File: src/rtl/gpio_port_pkg.sv
package gpio_port_pkg;
  localparam int unsigned OFS_DATA = 'h00;
  localparam int unsigned OFS_DIR  = 'h04;
  localparam int unsigned OFS_IEN  = 'h10;
  localparam int unsigned OFS_RAW  = 'h1C;
  localparam int unsigned OFS_ICLR = 'h20;
  localparam int unsigned OFS_BSET = 'h24;
  localparam int unsigned OFS_BCLR = 'h28;
  localparam int unsigned OFS_ODC  = 'h2C;

  typedef enum logic [2:0] {
    LATCH_HOLD,
    LATCH_LOAD,
    LATCH_SET,
    LATCH_CLR
  } latch_op_e;
endpackage

File: src/rtl/gpio_in_sync.sv
module gpio_in_sync #(
  parameter int NPINS = 16
) (
  input  logic             clk,
  input  logic             rst,
  input  logic [NPINS-1:0] pin_in,
  output logic [NPINS-1:0] level,
  output logic [NPINS-1:0] rise
);
  logic [NPINS-1:0] stage1_q, stage2_q, prev_q;

  always_ff @(posedge clk) begin
    if (rst) begin
      stage1_q <= '0;
      stage2_q <= '0;
      prev_q   <= '0;
    end else begin
      stage1_q <= pin_in;
      stage2_q <= stage1_q;
      prev_q   <= stage2_q;
    end
  end

  assign level = stage2_q;
  assign rise  = stage2_q & ~prev_q;

  // a rise pulse means the level was low one cycle earlier
  p_rise_from_low_r6: assert property (@(posedge clk) disable iff (rst)
    (|rise) |-> ((($past(level) & rise)) == '0));
endmodule

File: src/rtl/gpio_irq_flags.sv
module gpio_irq_flags #(
  parameter int NPINS = 16
) (
  input  logic             clk,
  input  logic             rst,
  input  logic [NPINS-1:0] evt,
  input  logic [NPINS-1:0] clr_mask,
  input  logic [NPINS-1:0] ien,
  output logic [NPINS-1:0] raw,
  output logic             irq
);
  logic [NPINS-1:0] raw_q;
  logic             irq_q;

  always_ff @(posedge clk) begin
    if (rst) begin
      raw_q <= '0;
      irq_q <= 1'b0;
    end else begin
      raw_q <= (raw_q & ~clr_mask) | evt;
      irq_q <= |(raw_q & ien);
    end
  end

  assign raw = raw_q;
  assign irq = irq_q;

  // every edge event leaves its flag set
  p_evt_sets_flag_r6: assert property (@(posedge clk) disable iff (rst)
    (|evt) |=> ((raw & $past(evt)) == $past(evt)));
  // cleared bits without a coincident event drop
  p_clear_drops_r7: assert property (@(posedge clk) disable iff (rst)
    (|clr_mask) |=> ((raw & $past(clr_mask & ~evt)) == '0));
  // event wins over clear
  p_evt_beats_clr_r8: assert property (@(posedge clk) disable iff (rst)
    (|(evt & clr_mask)) |=> ((raw & $past(evt & clr_mask)) == $past(evt & clr_mask)));
  // request only follows an enabled flag
  p_irq_needs_enable_r9: assert property (@(posedge clk) disable iff (rst)
    irq |-> $past(|(raw & ien)));
endmodule

File: src/rtl/gpio_out_regs.sv
module gpio_out_regs
  import gpio_port_pkg::*;
#(
  parameter int NPINS = 16
) (
  input  logic             clk,
  input  logic             rst,
  input  latch_op_e        op,
  input  logic             dir_we,
  input  logic             odc_we,
  input  logic [NPINS-1:0] wval,
  output logic [NPINS-1:0] dout,
  output logic [NPINS-1:0] dir,
  output logic [NPINS-1:0] odc,
  output logic [NPINS-1:0] pin_out,
  output logic [NPINS-1:0] pin_oe
);
  logic [NPINS-1:0] dout_q, dir_q, odc_q;
  logic [NPINS-1:0] dout_n;

  always_comb begin
    case (op)
      LATCH_LOAD: dout_n = wval;
      LATCH_SET:  dout_n = dout_q | wval;
      LATCH_CLR:  dout_n = dout_q & ~wval;
      default:    dout_n = dout_q;
    endcase
  end

  always_ff @(posedge clk) begin
    if (rst) begin
      dout_q <= '0;
      dir_q  <= '0;
      odc_q  <= '0;
    end else begin
      dout_q <= dout_n;
      if (dir_we) dir_q <= wval;
      if (odc_we) odc_q <= wval;
    end
  end

  generate
    for (genvar i = 0; i < NPINS; i++) begin : g_pad
      logic od_active;
      assign od_active  = dir_q[i] & odc_q[i];
      assign pin_out[i] = od_active ? 1'b0 : dout_q[i];
      assign pin_oe[i]  = dir_q[i] & ~(od_active & dout_q[i]);
    end
  endgenerate

  assign dout = dout_q;
  assign dir  = dir_q;
  assign odc  = odc_q;

  // a load write places the write value in the latch
  p_load_r2: assert property (@(posedge clk) disable iff (rst)
    (op == LATCH_LOAD) |=> (dout == $past(wval)));
  // set write raises masked bits and keeps the others
  p_set_bits_r4: assert property (@(posedge clk) disable iff (rst)
    (op == LATCH_SET) |=> (((dout & $past(wval)) == $past(wval)) &&
                           ((dout & ~$past(wval)) == ($past(dout) & ~$past(wval)))));
  // clear write drops masked bits and keeps the others
  p_clr_bits_r5: assert property (@(posedge clk) disable iff (rst)
    (op == LATCH_CLR) |=> (((dout & $past(wval)) == '0) &&
                           ((dout & ~$past(wval)) == ($past(dout) & ~$past(wval)))));
  // an input pin is never driven
  p_oe_only_out_r3: assert property (@(posedge clk) disable iff (rst)
    (pin_oe & ~dir) == '0);
endmodule

File: src/rtl/gpio_port_ctrl.sv
module gpio_port_ctrl
  import gpio_port_pkg::*;
#(
  parameter int NPINS  = 16,
  parameter int ADDR_W = 8,
  parameter int DATA_W = 32
) (
  input  logic              clk,
  input  logic              rst,
  input  logic              bus_sel,
  input  logic              bus_wr,
  input  logic [ADDR_W-1:0] bus_addr,
  input  logic [DATA_W-1:0] bus_wdata,
  output logic [DATA_W-1:0] bus_rdata,
  input  logic [NPINS-1:0]  pin_in,
  output logic [NPINS-1:0]  pin_out,
  output logic [NPINS-1:0]  pin_oe,
  output logic              irq
);
  localparam logic [ADDR_W-1:0] A_DATA = ADDR_W'(OFS_DATA);
  localparam logic [ADDR_W-1:0] A_DIR  = ADDR_W'(OFS_DIR);
  localparam logic [ADDR_W-1:0] A_IEN  = ADDR_W'(OFS_IEN);
  localparam logic [ADDR_W-1:0] A_RAW  = ADDR_W'(OFS_RAW);
  localparam logic [ADDR_W-1:0] A_ICLR = ADDR_W'(OFS_ICLR);
  localparam logic [ADDR_W-1:0] A_BSET = ADDR_W'(OFS_BSET);
  localparam logic [ADDR_W-1:0] A_BCLR = ADDR_W'(OFS_BCLR);
  localparam logic [ADDR_W-1:0] A_ODC  = ADDR_W'(OFS_ODC);

  logic             wr_en, rd_en;
  logic [NPINS-1:0] wval;
  logic             unused_wdata_hi;
  latch_op_e        op;
  logic             dir_we, odc_we, ien_we;
  logic [NPINS-1:0] clr_mask;
  logic [NPINS-1:0] level, rise, raw, dout, dir, odc;
  logic [NPINS-1:0] ien_q;
  logic [NPINS-1:0] rd_mux;
  logic [DATA_W-1:0] rdata_q;

  assign wr_en = bus_sel & bus_wr;
  assign rd_en = bus_sel & ~bus_wr;
  assign wval  = bus_wdata[NPINS-1:0];
  assign unused_wdata_hi = ^bus_wdata[DATA_W-1:NPINS];

  always_comb begin
    op = LATCH_HOLD;
    if (wr_en) begin
      case (bus_addr)
        A_DATA:  op = LATCH_LOAD;
        A_BSET:  op = LATCH_SET;
        A_BCLR:  op = LATCH_CLR;
        default: op = LATCH_HOLD;
      endcase
    end
  end

  assign dir_we   = wr_en && (bus_addr == A_DIR);
  assign odc_we   = wr_en && (bus_addr == A_ODC);
  assign ien_we   = wr_en && (bus_addr == A_IEN);
  assign clr_mask = (wr_en && (bus_addr == A_ICLR)) ? wval : '0;

  gpio_in_sync #(.NPINS(NPINS)) u_sync (
    .clk(clk), .rst(rst), .pin_in(pin_in), .level(level), .rise(rise)
  );

  gpio_irq_flags #(.NPINS(NPINS)) u_flags (
    .clk(clk), .rst(rst), .evt(rise), .clr_mask(clr_mask),
    .ien(ien_q), .raw(raw), .irq(irq)
  );

  gpio_out_regs #(.NPINS(NPINS)) u_out (
    .clk(clk), .rst(rst), .op(op), .dir_we(dir_we), .odc_we(odc_we),
    .wval(wval), .dout(dout), .dir(dir), .odc(odc),
    .pin_out(pin_out), .pin_oe(pin_oe)
  );

  always_ff @(posedge clk) begin
    if (rst) ien_q <= '0;
    else if (ien_we) ien_q <= wval;
  end

  always_comb begin
    case (bus_addr)
      A_DATA:  rd_mux = level;
      A_DIR:   rd_mux = dir;
      A_IEN:   rd_mux = ien_q;
      A_RAW:   rd_mux = raw;
      A_ODC:   rd_mux = odc;
      default: rd_mux = '0;
    endcase
  end

  always_ff @(posedge clk) begin
    if (rst) rdata_q <= '0;
    else if (rd_en) rdata_q <= {{(DATA_W-NPINS){1'b0}}, rd_mux};
    else rdata_q <= '0;
  end

  assign bus_rdata = rdata_q;

  // write-only offsets read as zero
  p_wo_read_zero_r11: assert property (@(posedge clk) disable iff (rst)
    (rd_en && (bus_addr == A_ICLR || bus_addr == A_BSET || bus_addr == A_BCLR))
      |=> (bus_rdata == '0));
  // reserved upper bits never read back
  p_hi_zero_r11: assert property (@(posedge clk) disable iff (rst)
    bus_rdata[DATA_W-1:NPINS] == '0);
  // outputs are quiet in the cycle after reset
  p_reset_quiet_r1: assert property (@(posedge clk)
    $past(rst) |-> (!irq && pin_oe == '0));
endmodule

File: config.mk
export PLATFORM = sky130hd
export DESIGN_NAME = gpio_port_ctrl
export DESIGN_NICKNAME = d
export VERILOG_FILES = /design/src/rtl/gpio_port_pkg.sv /design/src/rtl/gpio_in_sync.sv /design/src/rtl/gpio_irq_flags.sv /design/src/rtl/gpio_out_regs.sv /design/src/rtl/gpio_port_ctrl.sv
export SDC_FILE = /design/constraint.sdc
export NUM_CORES = 1
export LEC_CHECK = 0
export BUFFER_PORTS_ARGS = -buffer_cell sky130_fd_sc_hd__buf_4
export CORE_MARGIN = 5
export CORE_UTILIZATION = 30
export DETAILED_ROUTE_END_ITERATION = 16
export PLACE_DENSITY = 0.51
export SETUP_SLACK_MARGIN = 0.02
export SYNTH_ARGS = -nofsm -noshare
export SYNTH_HDL_FRONTEND = slang
export SYNTH_SLANG_ARGS = --single-unit
File: constraint.sdc
create_clock -name clk -period 1.8 [get_ports clk]
set_input_delay 0.27 -clock clk [delete_from_list [all_inputs] [get_ports clk]]
set_output_delay 0.27 -clock clk [all_outputs]
set_load 0.03 [all_outputs]
; ---- Word-level counts from Yosys, hierarchy flattened
; Index checks and enable logic that the tools add are counted.
[totals]
word_cells = 127
inputBits = 60
regBits = 161
[classes]
n_eq_ne = 10
bitwise = 77
n_reduce_logical = 8
muxes = 21
[op_table]
columns = cell, n
row1 = case mux 16 bit (5 select lines), 1
row2 = AND 16 bit, 4
row3 = AND 1 bit, 50
row4 = inverter 16 bit, 3
row5 = case mux 16 bit (3 select lines), 1
row6 = == test 8 x 6 -> 1 bit (second input constant), 4
row7 = OR 16 bit, 2
row8 = inverter 1 bit, 18
row9 = == test 8 x 5 -> 1 bit (second input constant), 2
row10 = two-way mux 1 bit, 16
row11 = two-way mux 16 bit, 1
row12 = OR reduction 16 bit, 1
row13 = == test 8 x 3 -> 1 bit (second input constant), 1
row14 = logical NOT 8 bit, 1
row15 = case mux 2 bit (3 select lines), 1
row16 = == test 2 bit (second input constant), 2
row17 = logical AND 1 bit, 4
row18 = nonzero test 3 bit, 1
row19 = == test 2 x 1 -> 1 bit (second input constant), 1
row20 = two-way mux 2 bit, 1
row21 = OR reduction 2 bit, 1

; ---- Longest topological paths before layout
; Gate-level depths: netlist (run 1).
[depth]
depth_word = 6
depth_mapped = 8
ltp_nobuf = 4

; ---- Cells and area by module
; A second synthesis (run 1) with hierarchy kept.
[hier_totals]
cells_unflattened = 662
hier_area_um2 = 6187.2
[by_module_without_submodules]
columns = module, cells_each, area_per_inst_um2, n_inst
row1 = gpio_out_regs, 223, 2105.8, 1
row2 = gpio_port_ctrl, 245, 2039.5, 1
row3 = gpio_in_sync, 117, 1405.1, 1
row4 = gpio_irq_flags, 77, 636.9, 1

; ---- Least setup slack after synthesis (run 1)
; No wires, ideal clock.
[synth_path]
path_type = input -> register
startpoint = input bus_addr[2]
endpoint = register rdata_q[0] (netlist: bus_rdata[0])
setup_ps = 124
path_slack_ps = 250
path_buffers = 2
stages = 5
t_arrival_ps = 1427
cell_sequence = buf_2 > buf_1 > mux2_2 > a222oi_1 > nor2_1
[synth_via]
elab_chain_len = 2
elab_cells_between_ends = 6
classes_between = eq/ne: 4 / mux: 1 / reduce/logical: 1
[synth_lines]
columns = item, line
row1 = "start, declared", gpio_port_ctrl.sv:12  ; input logic [ADDR_W-1:0] bus_addr,
row2 = "== test 8 x 6 -> 1 bit, or another cell as far along", gpio_port_ctrl.sv:83  ; case (bus_addr)
row3 = case mux 16 bit (5 select lines) (*), gpio_port_ctrl.sv:83
row4 = "end signal, assigned", gpio_port_ctrl.sv:95  ; else if (rd_en) rdata_q <= {{(DATA_W-NPINS){1'b0}}, rd_mux};
row5 = "end, declared", gpio_port_ctrl.sv:38  ; logic [DATA_W-1:0] rdata_q;
; Mark *: on every way between the ends. The rest lies on a longest branch, timed or not.
; A chain may end at the register's enable or synchronous reset.

; ---- Final worst setup path (run 1)
[layout_path]
startpoint = register u_out.dout_q[7] (netlist: u_out.dout[7])
endpoint = output pin_out[7]
[layout_via]
elab_chain_len = 1
[layout_lines]
columns = item, line
row1 = "start, declared", gpio_out_regs.sv:18  ; logic [NPINS-1:0] dout_q, dir_q, odc_q;
row2 = "start signal, assigned", gpio_out_regs.sv:36  ; dout_q <= dout_n;
row3 = two-way mux 1 bit, gpio_out_regs.sv:46  ; assign pin_out[i] = od_active ? 1'b0 : dout_q[i];
row4 = "end, declared", gpio_port_ctrl.sv:16  ; output logic [NPINS-1:0] pin_out,
; No other way between the ends.

==> results of run 1 <==
## stage by stage
| stage | setup slack (ps) | hold WS [ps] | cell area (µm²) | util |
|---|---|---|---|---|
| CTS | 157 | 35.3 | 7810 | 0.400 |
| global placement | 94.4 | 419 | 7170 | 0.367 |
| global route | 81.9 | 50.5 | 7810 | 0.400 |
| finish | 188 | 50.4 | 7810 | 0.400 |
| detailed placement | 53.8 | 420 | 7170 | 0.367 |
| floorplan | 250 | 398 | 6020 | - |
## cells by family after synthesis
logic type	share of synthesized area
xor gates and xnor gates	0.00147
DFF	0.487
and+or+nand+nor	0.183
AOI/OAI and AO/OA	0.233
buffers and inverters	0.0644
muxes	0.0302
other	0.000629
## final cells by class
class / count / area (µm²) / area share
sequential: 145 / 2900 / 0.372
multi-input combinational: 444 / 2750 / 0.352
clock buffer: 21 / 460 / 0.0590
tap: 265 / 332 / 0.0425
timing repair buffer: 134 / 1130 / 0.145
clock inverter: 11 / 175 / 0.0224
inverter: 16 / 60.1 / 0.00769
## worst paths after layout
| path | slack, ps | to | start |
|---|---|---|---|
| hold / removal | 50 | u_sync.stage1_q[8] | pin_in[8] |
| setup / recovery | 190 | pin_out[7] | u_out.dout[7] |
| setup reg to reg | 540 | u_flags.irq | u_flags.raw[6] |
| hold reg to reg | 430 | u_sync.level[9] | u_sync.stage1_q[9] |
## sequential cells by signal (all words and copies together) (netlist names)
register and flops:
u_sync.stage1_q 16, u_flags.raw 16, u_sync.prev_q 16, u_out.dout 16, u_flags.irq 1, u_sync.level 16
ien_q 16, u_out.dir 16, u_out.odc 16, bus_rdata 16
## power by group through the flow
| stage | Combinational, mW | Clock (mW) | Sequential [mW] |
|---|---|---|---|
| after floorplan | 0.266 | 0 | 3.36 |
| after global placement | 0.439 | 0 | 3.38 |
| after detailed placement | 0.444 | 0 | 3.38 |
| after CTS | 0.445 | 3.85 | 3.31 |
| after global routing | 0.477 | 4.01 | 3.32 |
| final | 0.445 | 3.78 | 3.31 |
## critical path, delay by kind of cell (launching register included)
kind	cells	cell delay [ps]
buffers and inverters	1	220
flip-flops	1	390
AO/OA/AOI/OAI	1	300
## layout by cell type (no fill, tap or decap), types with 17 or more instances in the layout
cell | synthesis | final
sky130_fd_sc_hd__a21boi_0 | 32 | 32
sky130_fd_sc_hd__a21oi_1 | 70 | 70
sky130_fd_sc_hd__a22o_1 | 19 | 19
sky130_fd_sc_hd__buf_4 | 17 | 124
sky130_fd_sc_hd__clkbuf_16 | 0 | 17
sky130_fd_sc_hd__dfxtp_1 | 145 | 145
sky130_fd_sc_hd__nand2_1 | 115 | 115
sky130_fd_sc_hd__nor2_1 | 18 | 18
sky130_fd_sc_hd__nor2b_1 | 48 | 48
## routing by layer
| layer | GRT usage | vias to the layer above | wire length (µm) |
|---|---|---|---|
| li1 | - | 2456 | - |
| met1 | 0.212 | 2438 | 8100 |
| met2 | 0.275 | 198 | 9300 |
| met3 | 0.0404 | 32 | 1240 |
| met4 | 0.0739 | 0 | 411 |
| met5 | 0 | - | 0 |
==> impl_summary.log, run 1 <==
INFO  metric run_status = completed
INFO  metric worst_hold_path.num_cells = 2
INFO  metric syn2layout_area_growth = 30.9%
INFO  metric dieArea = 22800 µm²
INFO  metric path_cells = a21boi_0 -> buf_4
INFO  metric gp_congestion = 0.862
INFO  metric critical-path-slowest-cell = sky130_fd_sc_hd__dfxtp_1
INFO  metric worst-setup-path-type = reg -> out
INFO  metric iteration_count_of_the_initial_detailed_routing_pass = 6
INFO  metric p_comb_frac = 0.059
INFO  metric maximum_number_of_pins_on_one_net_before_global_route_repair = 69
INFO  metric yosysTopAreaCellShare = 0.487
INFO  metric cts_resized = 0
INFO  metric clock_power_share = 0.501
INFO  metric chipWidth = 151 µm
INFO  metric synth_most_common_cell = sky130_fd_sc_hd__dfxtp_1
INFO  metric placement.io_buffers = 92
INFO  metric timing.critical_path.fanout_max = 4
INFO  metric cts_sinks = 145
INFO  metric drt_wl_total = 19000 µm
INFO  metric setup-tns-final = 0 ps
INFO  metric hold_buffers = 0
INFO  metric finalCriticalPeriod = 1610 ps
INFO  metric number_of_antenna_violations_at_the_first_check_in_global_routing = 0
INFO  metric gr-usage-all-layers = 0.169
INFO  metric drive_gt1_frac = 0.270
INFO  metric antenna_cells_inserted = 0
INFO  metric netlist_top_cells_count = 145 x sky130_fd_sc_hd__dfxtp_1, 115 x sky130_fd_sc_hd__nand2_1, 70 x sky130_fd_sc_hd__a21oi_1
INFO  metric initial_core_util = 0.305
INFO  metric drtIter0Drc = 559
INFO  metric max-vdd-ir-drop = 645 µV
INFO  metric max_slew_margin = 0.515
INFO  metric fp.dieH = 151 µm
INFO  metric route.detailed.wl_per_inst = 18.4 µm
INFO  metric ios = 125
INFO  metric seqPwrFrac = 0.440
INFO  metric num-nets-final = 818
INFO  metric via_per_inst = 4.95
INFO  metric p_int = 5.86 mW
INFO  metric p_sw_frac = 0.223
INFO  metric synthTopCellsByArea = sky130_fd_sc_hd__dfxtp_1 49%, sky130_fd_sc_hd__nand2_1 7.2%, sky130_fd_sc_hd__a21oi_1 5.9%
INFO  metric final_hold_viol_count = 0
INFO  metric drc = 0
INFO  metric synthesis.area = 5960 µm²
INFO  metric synthesis.area_per_instance = 9.20 µm²
INFO  metric ys_seq_area_frac = 0.487
INFO  metric worst_pin_slew = 727 ps
INFO  metric cts_max_level = 4
INFO  metric worst_hold_path_type = in -> reg
INFO  metric leakage = 2.95 nW
INFO  metric via_count = 5124
INFO  metric final.period_utilization = 0.895
INFO  metric timing.critical_path.slowest_cell_delay = 390 ps
INFO  metric path_clk_slew = 60 ps
INFO  metric final-max-slew-violation-count = 0
INFO  metric hpwl = 13400 µm
INFO  metric skew_pair_late_insertion_delay = 420 ps
INFO  metric cts_root_buf = sky130_fd_sc_hd__clkbuf_16
INFO  metric num_rows = 51
INFO  metric tritoncts = done
INFO  metric power_per_cell_area = 965 nW/µm²
INFO  metric maxClockFrequency = 620 MHz
INFO  metric detail-route-antenna-nets = 0
INFO  metric p_total = 7.54 mW
INFO  metric stdcell_count = 1036
INFO  metric end_kind = primary output
INFO  metric synth_cell_types = 45
INFO  metric yosysWarningCount = 0
INFO  metric reg2regPathDepth = 4
INFO  metric first_global_vias = 5121
INFO  metric grt_first_pass_wirelength = 28800 µm
INFO  metric timing.critical_path.from_type = flip-flop
INFO  metric arrival = 1340 ps
INFO  metric core_region_area = 19500 µm²
INFO  metric p_sw = 1.68 mW
INFO  metric cts_setup_buffers = 0
INFO  metric setup_viol = 0
INFO  metric cts_bufs_inserted = 17
INFO  metric worst-endpoint-required = 1530 ps
INFO  metric final.fill_count = 1973
INFO  metric max_cap_viol_count = 0
INFO  metric netlist.top_cell.by_area = sky130_fd_sc_hd__dfxtp_1
INFO  metric synth_seq_cells = 145
INFO  metric syn-instance-count = 648
INFO  metric clock-skew-final = 10.8 ps
INFO  metric clock_tree.buffer_depth = 2
INFO  metric synthFlopType = sky130_fd_sc_hd__dfxtp_1
INFO  metric synth-async-reset-ratio = 0
INFO  metric numPlacedInstances = 1004
INFO  metric synth-edff-count = 0
INFO  metric gr-total-overflow = 0
INFO  metric grt_setup_unrepaired = false
(Power assumes the default switching activity.)
==> run 2, diff against run 1 <==
--- a/config.mk
+++ b/config.mk
@@ -9,7 +9,6 @@
 export CORE_MARGIN = 5
 export CORE_UTILIZATION = 30
 export DETAILED_ROUTE_END_ITERATION = 16
-export PLACE_DENSITY = 0.51
 export SETUP_SLACK_MARGIN = 0.02
 export SYNTH_ARGS = -nofsm -noshare
 export SYNTH_HDL_FRONTEND = slang
==> run 2 against run 1 <==
  * Clock power down 3%
  * Critical path type unchanged
  * Sequential power is essentially flat
  * Design area is 0.96% lower
  * Sequential share of layout area up 0.36 points
  * Highest routed layer unchanged
==> impl_summary.log, run 2 (synthesis gave the netlist of run 1 again) <==
INFO  metric hold_buffers = 0 (unchanged)
INFO  metric chipWidth = 151 µm (unchanged)
INFO  metric run_status = completed (unchanged)
INFO  metric numPlacedInstances = 1002 (was 1004)
INFO  metric detail-route-antenna-nets = 0 (unchanged)
INFO  metric worst-path-buf-inv = 1 (unchanged)
INFO  metric initial_core_util = 0.305 (unchanged)
INFO  metric p_total = 7.42 mW (was 7.54 mW)
INFO  metric timing.critical_path.fanout_max = 4 (unchanged)
INFO  metric arrival = 1400 ps (was 1340 ps)
INFO  metric tritoncts = done (unchanged)
INFO  metric final_hold_viol_count = 0 (unchanged)
INFO  metric drt_wl_total = 17500 µm (was 19000 µm)
INFO  metric finalCriticalPeriod = 1670 ps (was 1610 ps)
INFO  metric worst-endpoint-required = 1530 ps (about the same)
INFO  metric dieArea = 22800 µm² (unchanged)
INFO  metric clock-skew-final = 6.16 ps (was 10.8 ps)
INFO  metric final-max-slew-violation-count = 0 (unchanged)
INFO  metric core_region_area = 19500 µm² (unchanged)
INFO  metric cts_max_level = 4 (unchanged)
INFO  metric gp_congestion = 0.848 (was 0.862)
INFO  metric critical_path.reg2reg.startpoint = u_out.dir[14] (was u_flags.raw[6])
INFO  metric stdcell_count = 1034 (was 1036)
INFO  metric timing.critical_path.slowest_cell_delay = 390 ps (about the same)
INFO  metric fp.dieH = 151 µm (unchanged)
INFO  metric via_per_inst = 4.81 (was 4.95)
INFO  metric cts_root_buf = sky130_fd_sc_hd__clkbuf_16 (unchanged)
INFO  metric gr-usage-all-layers = 0.158 (was 0.169)
INFO  metric drive_gt1_frac = 0.269 (was 0.270)
INFO  metric syn2layout_area_growth = 29.7% (was 30.9%)
INFO  metric clock_power_share = 0.496 (was 0.501)
INFO  metric end_kind = primary output (unchanged)
INFO  metric maximum_number_of_pins_on_one_net_before_global_route_repair = 67 (was 69)
INFO  metric p_int = 5.80 mW (was 5.86 mW)
INFO  metric number_of_antenna_violations_at_the_first_check_in_global_routing = 0 (unchanged)
INFO  metric mostFrequentLayoutCells = 145 x sky130_fd_sc_hd__dfxtp_1, 126 x sky130_fd_sc_hd__buf_4, 115 x sky130_fd_sc_hd__nand2_1 (was 145 x sky130_fd_sc_hd__dfxtp_1, 124 x sky130_fd_sc_hd__buf_4, 115 x sky130_fd_sc_hd__nand2_1)
INFO  metric critical_path_depth = 2 (unchanged)
INFO  metric p_sw_frac = 0.219 (was 0.223)
INFO  metric path_clk_slew = 60 ps (about the same)
INFO  metric worst_hold_path_type = in -> reg (unchanged)
INFO  metric worst_pin_slew = 693 ps (was 727 ps)
INFO  metric placement.io_buffers = 92 (unchanged)
INFO  metric drtIter0Drc = 387 (was 559)
INFO  metric crit_start = u_out.dout[6] (was u_out.dout[7])
INFO  metric leakage = 2.92 nW (was 2.95 nW)
INFO  metric hpwl = 12600 µm (was 13400 µm)
INFO  metric cts_bufs_inserted = 17 (unchanged)
INFO  metric setup_viol = 0 (unchanged)
INFO  metric timing.critical_path.from_type = flip-flop (unchanged)
INFO  metric grt_first_pass_wirelength = 27400 µm (was 28800 µm)
INFO  metric post-place-ws = 38.1 ps (was 53.8 ps)
INFO  metric timing.critical_path.to = pin_out[6] (was pin_out[7])
INFO  metric post-route-cell-area = 7730 µm² (was 7810 µm²)
INFO  metric maxClockFrequency = 598 MHz (was 620 MHz)
INFO  metric drc = 0 (unchanged)
INFO  metric worst-setup-path-type = reg -> out (unchanged)
INFO  metric power_per_cell_area = 959 nW/µm² (was 965 nW/µm²)
INFO  metric clock_tree.buffer_depth = 2 (unchanged)
INFO  metric iteration_count_of_the_initial_detailed_routing_pass = 5 (was 6)
INFO  metric final.period_utilization = 0.929 (was 0.895)
INFO  metric max_cap_viol_count = 0 (unchanged)
INFO  metric dpl_cell_area = 7110 µm² (was 7170 µm²)
INFO  metric p_sw = 1.63 mW (was 1.68 mW)
INFO  metric path_delay_family = flip-flops (unchanged)
INFO  metric cts_setup_buffers = 0 (unchanged)
INFO  metric final.fill_count = 2010 (was 1973)
INFO  metric ios = 125 (unchanged)
INFO  metric first_global_vias = 4830 (was 5121)
INFO  metric num_rows = 51 (unchanged)
INFO  metric max-vdd-ir-drop = 627 µV (was 645 µV)
INFO  metric p_comb_frac = 0.058 (was 0.059)
INFO  metric r2r-end = bus_rdata[14] (was u_flags.irq)
INFO  metric reg2regPathDepth = 3 (was 4)
INFO  metric postLayoutSetupSlackWorst = 128 ps (was 188 ps)
INFO  metric gr-total-overflow = 0 (unchanged)
INFO  metric path_cells = a21boi_0 -> buf_4 (unchanged)
INFO  metric via_count = 4973 (was 5124)
INFO  metric skew_pair_late_insertion_delay = 420 ps (about the same)
INFO  metric setup-tns-final = 0 ps (unchanged)
INFO  metric antenna_cells_inserted = 0 (unchanged)
INFO  metric max_slew_margin = 0.538 (was 0.515)
INFO  metric grt_setup_unrepaired = false (unchanged)
INFO  metric route.detailed.wl_per_inst = 16.9 µm (was 18.4 µm)
INFO  metric mostFrequentLayoutCell = sky130_fd_sc_hd__dfxtp_1 (unchanged)
INFO  metric cts_resized = 0 (unchanged)
INFO  metric seqPwrFrac = 0.447 (was 0.440)
INFO  metric cts_sinks = 145 (unchanged)
INFO  metric rrSetupSlack = 540 ps (about the same)
INFO  metric num-nets-final = 816 (was 818)
INFO  metric critical-path-slowest-cell = sky130_fd_sc_hd__dfxtp_1 (unchanged)
==> run 2: cell types whose count changed in the layout (fill, tap and decap cells not counted), sizes merged <==
cell / delta
clkinv: +1
bufinv: -1
clkinvlp: +1
clkbuf: +2
inv: -3
buf: -2
==> run 2: final cells by class <==
class / instances / area (µm²) / area share
Clock inverter: 9 / 128 / 0.0165
Multi-Input combinational cell: 444 / 2750 / 0.355
Timing Repair Buffer: 132 / 1070 / 0.138
Sequential cell: 145 / 2900 / 0.375
Inverter: 16 / 60.1 / 0.00776
Clock buffer: 23 / 498 / 0.0644
Tap cell: 265 / 332 / 0.0429
==> run 2: routing by layer <==
metal	global-route usage	vias up	share of wire
met2	0.253	170	0.48
li1	-	2450	-
met1	0.208	2328	0.44
met3	0.0416	25	0.063
met4	0.0530	0	0.017
met5	0	-	0
==> run 2: worst min path at each step <==
stage	start	endpoint	slack, ps	cells after the start
detailed placement	u_sync.stage1_q[0]	u_sync.level[0]	420	1
floorplan	pin_in[0]	u_sync.stage1_q[0]	400	1
CTS	pin_in[4]	u_sync.stage1_q[4]	40	2
finish	pin_in[13]	u_sync.stage1_q[13]	60	2
global placement	u_sync.stage1_q[0]	u_sync.level[0]	420	1
global route	pin_in[6]	u_sync.stage1_q[6]	40	2
==> run 2: power by group through the flow <==
stage / combinational [mW] / sequential (mW) / clock, mW
floorplan: 0.266 / 3.36 / 0
finish: 0.427 / 3.31 / 3.68
global placement: 0.425 / 3.38 / 0
detailed placement: 0.426 / 3.38 / 0
CTS: 0.428 / 3.31 / 3.76
global route: 0.464 / 3.32 / 3.93
==> run 2: per-stage QoR <==
stage	hold slack, ps	util
2_1_floorplan	398	-
3_3_place_gp	424	0.364
3_5_place_dp	421	0.364
4_1_cts	36.2	0.396
5_1_grt	36.2	0.396
6_report	56.0	0.396
==> run 3, diff against run 2 <==
==> constraint.sdc (replaced) <==
create_clock -name clk -period 1.6 [get_ports clk]
set_input_delay 0.24 -clock clk [delete_from_list [all_inputs] [get_ports clk]]
set_output_delay 0.24 -clock clk [all_outputs]
set_load 0.03 [all_outputs]
==> run 3 against run 2 <==
  * Combinational power rose by 19%
  * Power rose by 15%
  * Sequential cell count did not move
  * Non-clock buffer count rose by 5
  * Largest power group unchanged
  * Highest routed layer unchanged
==> impl_summary.log, run 3 (synthesis gave the netlist of run 1 again) <==
INFO  metric run_status = completed (unchanged)
INFO  metric p_total = 8.55 mW (was 7.42 mW)
INFO  metric tritoncts = done (unchanged)
INFO  metric via_count = 4952 (was 4973)
INFO  metric grt.busiest_layer = met2 (unchanged)
INFO  metric maximum_number_of_pins_on_one_net_before_global_route_repair = 67 (unchanged)
INFO  metric maxClockFrequency = 663 MHz
INFO  metric clock-skew-final = 7.08 ps (was 6.16 ps)
INFO  metric setup_viol = 0 (unchanged)
INFO  metric arrival = 1270 ps (was 1400 ps)
INFO  metric chipWidth = 151 µm (unchanged)
INFO  metric worst-endpoint-required = 1360 ps (was 1530 ps)
INFO  metric placement.io_buffers = 92 (unchanged)
INFO  metric drtIter0Drc = 374 (was 387)
INFO  metric grt_setup_unrepaired = false (unchanged)
INFO  metric num_rows = 51 (unchanged)
INFO  metric cts_root_buf = sky130_fd_sc_hd__clkbuf_16 (unchanged)
INFO  metric postLayoutSetupSlackWorst = 90.9 ps (was 128 ps)
INFO  metric syn2layout_area_growth = 31.9% (was 29.7%)
INFO  metric number_of_antenna_violations_at_the_first_check_in_global_routing = 0 (unchanged)
INFO  metric cts_setup_buffers = 0 (unchanged)
INFO  metric register_area = 2900 µm² (unchanged)
INFO  metric hold_buffers = 0 (unchanged)
INFO  metric dieArea = 22800 µm² (unchanged)
INFO  metric timing.critical_path.from_type = flip-flop (unchanged)
INFO  metric drt_wl_total = 17700 µm (was 17500 µm)
INFO  metric cts_max_level = 4 (unchanged)
INFO  metric power_per_cell_area = 1090 nW/µm² (was 959 nW/µm²)
INFO  metric detail-route-antenna-nets = 0 (unchanged)
INFO  metric drive_gt1_frac = 0.273 (was 0.269)
INFO  metric path_clk_slew = 60 ps (about the same)
INFO  metric worst-setup-path-type = reg -> out (unchanged)
INFO  metric ios = 125 (unchanged)
INFO  metric final.fill_count = 1992 (was 2010)
INFO  metric grt_first_pass_wirelength = 27100 µm (was 27400 µm)
INFO  metric final-max-slew-violation-count = 0 (unchanged)
INFO  metric setup-tns-final = 0 ps (unchanged)
INFO  metric first_global_vias = 4791 (was 4830)
INFO  metric num-nets-final = 821 (was 816)
INFO  metric dpl_cell_area = 7220 µm² (was 7110 µm²)
INFO  metric rrSetupSlack = 370 ps (was 540 ps)
INFO  metric fp.dieH = 151 µm (unchanged)
INFO  metric worst_hold_path_type = in -> reg (unchanged)
INFO  metric post-place-ws = -72.4 ps (was 38.1 ps)
INFO  metric mostFrequentLayoutCell = sky130_fd_sc_hd__dfxtp_1 (unchanged)
INFO  metric grt_use_met2 = 0.251 (was 0.253)
INFO  metric grtUsageMet3 = 0.0440 (was 0.0416)
INFO  metric final_hold_viol_count = 0 (unchanged)
INFO  metric max_cap_viol_count = 0 (unchanged)
INFO  metric post-route-cell-area = 7870 µm² (was 7730 µm²)
INFO  metric end_kind = primary output (unchanged)
INFO  metric drc = 0 (unchanged)
INFO  metric combined_area_of_the_multi_input_logic_cells = 2750 µm² (about the same)
INFO  metric gp_congestion = 0.829 (was 0.848)
INFO  metric cts_sinks = 145 (unchanged)
INFO  metric skew_pair_late_insertion_delay = 420 ps (about the same)
INFO  metric leakage = 2.99 nW (was 2.92 nW)
INFO  metric grt.met1_usage = 0.205 (was 0.208)
INFO  metric route.detailed.wl_per_inst = 17.0 µm (was 16.9 µm)
INFO  metric iteration_count_of_the_initial_detailed_routing_pass = 5 (unchanged)
INFO  metric initial_core_util = 0.305 (unchanged)
INFO  metric antenna_cells_inserted = 0 (unchanged)
INFO  metric clock_tree.buffer_depth = 2 (unchanged)
INFO  metric via_per_inst = 4.78 (was 4.81)
INFO  metric cts_bufs_inserted = 17 (unchanged)
INFO  metric final.period_utilization = 0.943
INFO  metric gr-usage-all-layers = 0.157 (was 0.158)
INFO  metric max-vdd-ir-drop = 699 µV (was 627 µV)
INFO  metric mostFrequentLayoutCells = 145 x sky130_fd_sc_hd__dfxtp_1, 125 x sky130_fd_sc_hd__buf_4, 115 x sky130_fd_sc_hd__nand2_1 (was 145 x sky130_fd_sc_hd__dfxtp_1, 126 x sky130_fd_sc_hd__buf_4, 115 x sky130_fd_sc_hd__nand2_1)
INFO  metric gr-total-overflow = 0 (unchanged)
INFO  metric hpwl = 12700 µm (was 12600 µm)
INFO  metric finalCriticalPeriod = 1510 ps
INFO  metric core_region_area = 19500 µm² (unchanged)
INFO  metric timing.critical_path.fanout_max = 4 (unchanged)
-- run 3: final cells by class --
cell class | count | share of cell area
Timing Repair Buffer | 137 | 0.150
Clock buffer | 20 | 0.0581
Clock inverter | 10 | 0.0234
Tap cell | 265 | 0.0422
Sequential cell | 145 | 0.369
Multi-Input combinational cell | 444 | 0.350
Inverter | 16 | 0.00763
-- run 3: power by group --
part	internal (mW)	total, mW	switching, mW
clock	2.83	4.31	1.49
sequential	3.68	3.73	0.0455
combinational	0.210	0.510	0.300
-- run 3: layer usage --
layer	vias to the layer above	share of wire
li1	2462	-
met4	0	0.018
met2	175	0.47
met5	-	0
met1	2292	0.44
met3	23	0.067
-- run 3: metrics by stage --
step                      instances  utilization  hold WS, ps
final                          1037        0.403         29.3
after global routing           1037        0.403         21.4
after CTS                      1037        0.403         14.6
after detailed placement       1007        0.370          421
after global placement         1007        0.370          424
after floorplan                 663            -          368
-- run 3: path summary, 6_finish.rpt --
path / from / to / cells after the start
max: u_out.dout[4] / pin_out[4] / 2
max reg2reg: u_out.dir[14] / bus_rdata[14] / 3
min reg2reg: u_sync.stage1_q[13] / u_sync.level[13] / 1
min: pin_in[8] / u_sync.stage1_q[8] / 2
-- run 3: repair_timing --
| item | in CTS | in global routing |
|---|---|---|
| gates cloned | 0 | 0 |
| setup endpoints to repair | 5 | 7 |
| resized for setup | 3 | 7 |
-- run 3: critical path, cell delays in order (launching register included) --
cell                       delay [ps]
sky130_fd_sc_hd__dfxtp_1          380
sky130_fd_sc_hd__a21boi_1         260
sky130_fd_sc_hd__buf_4            210
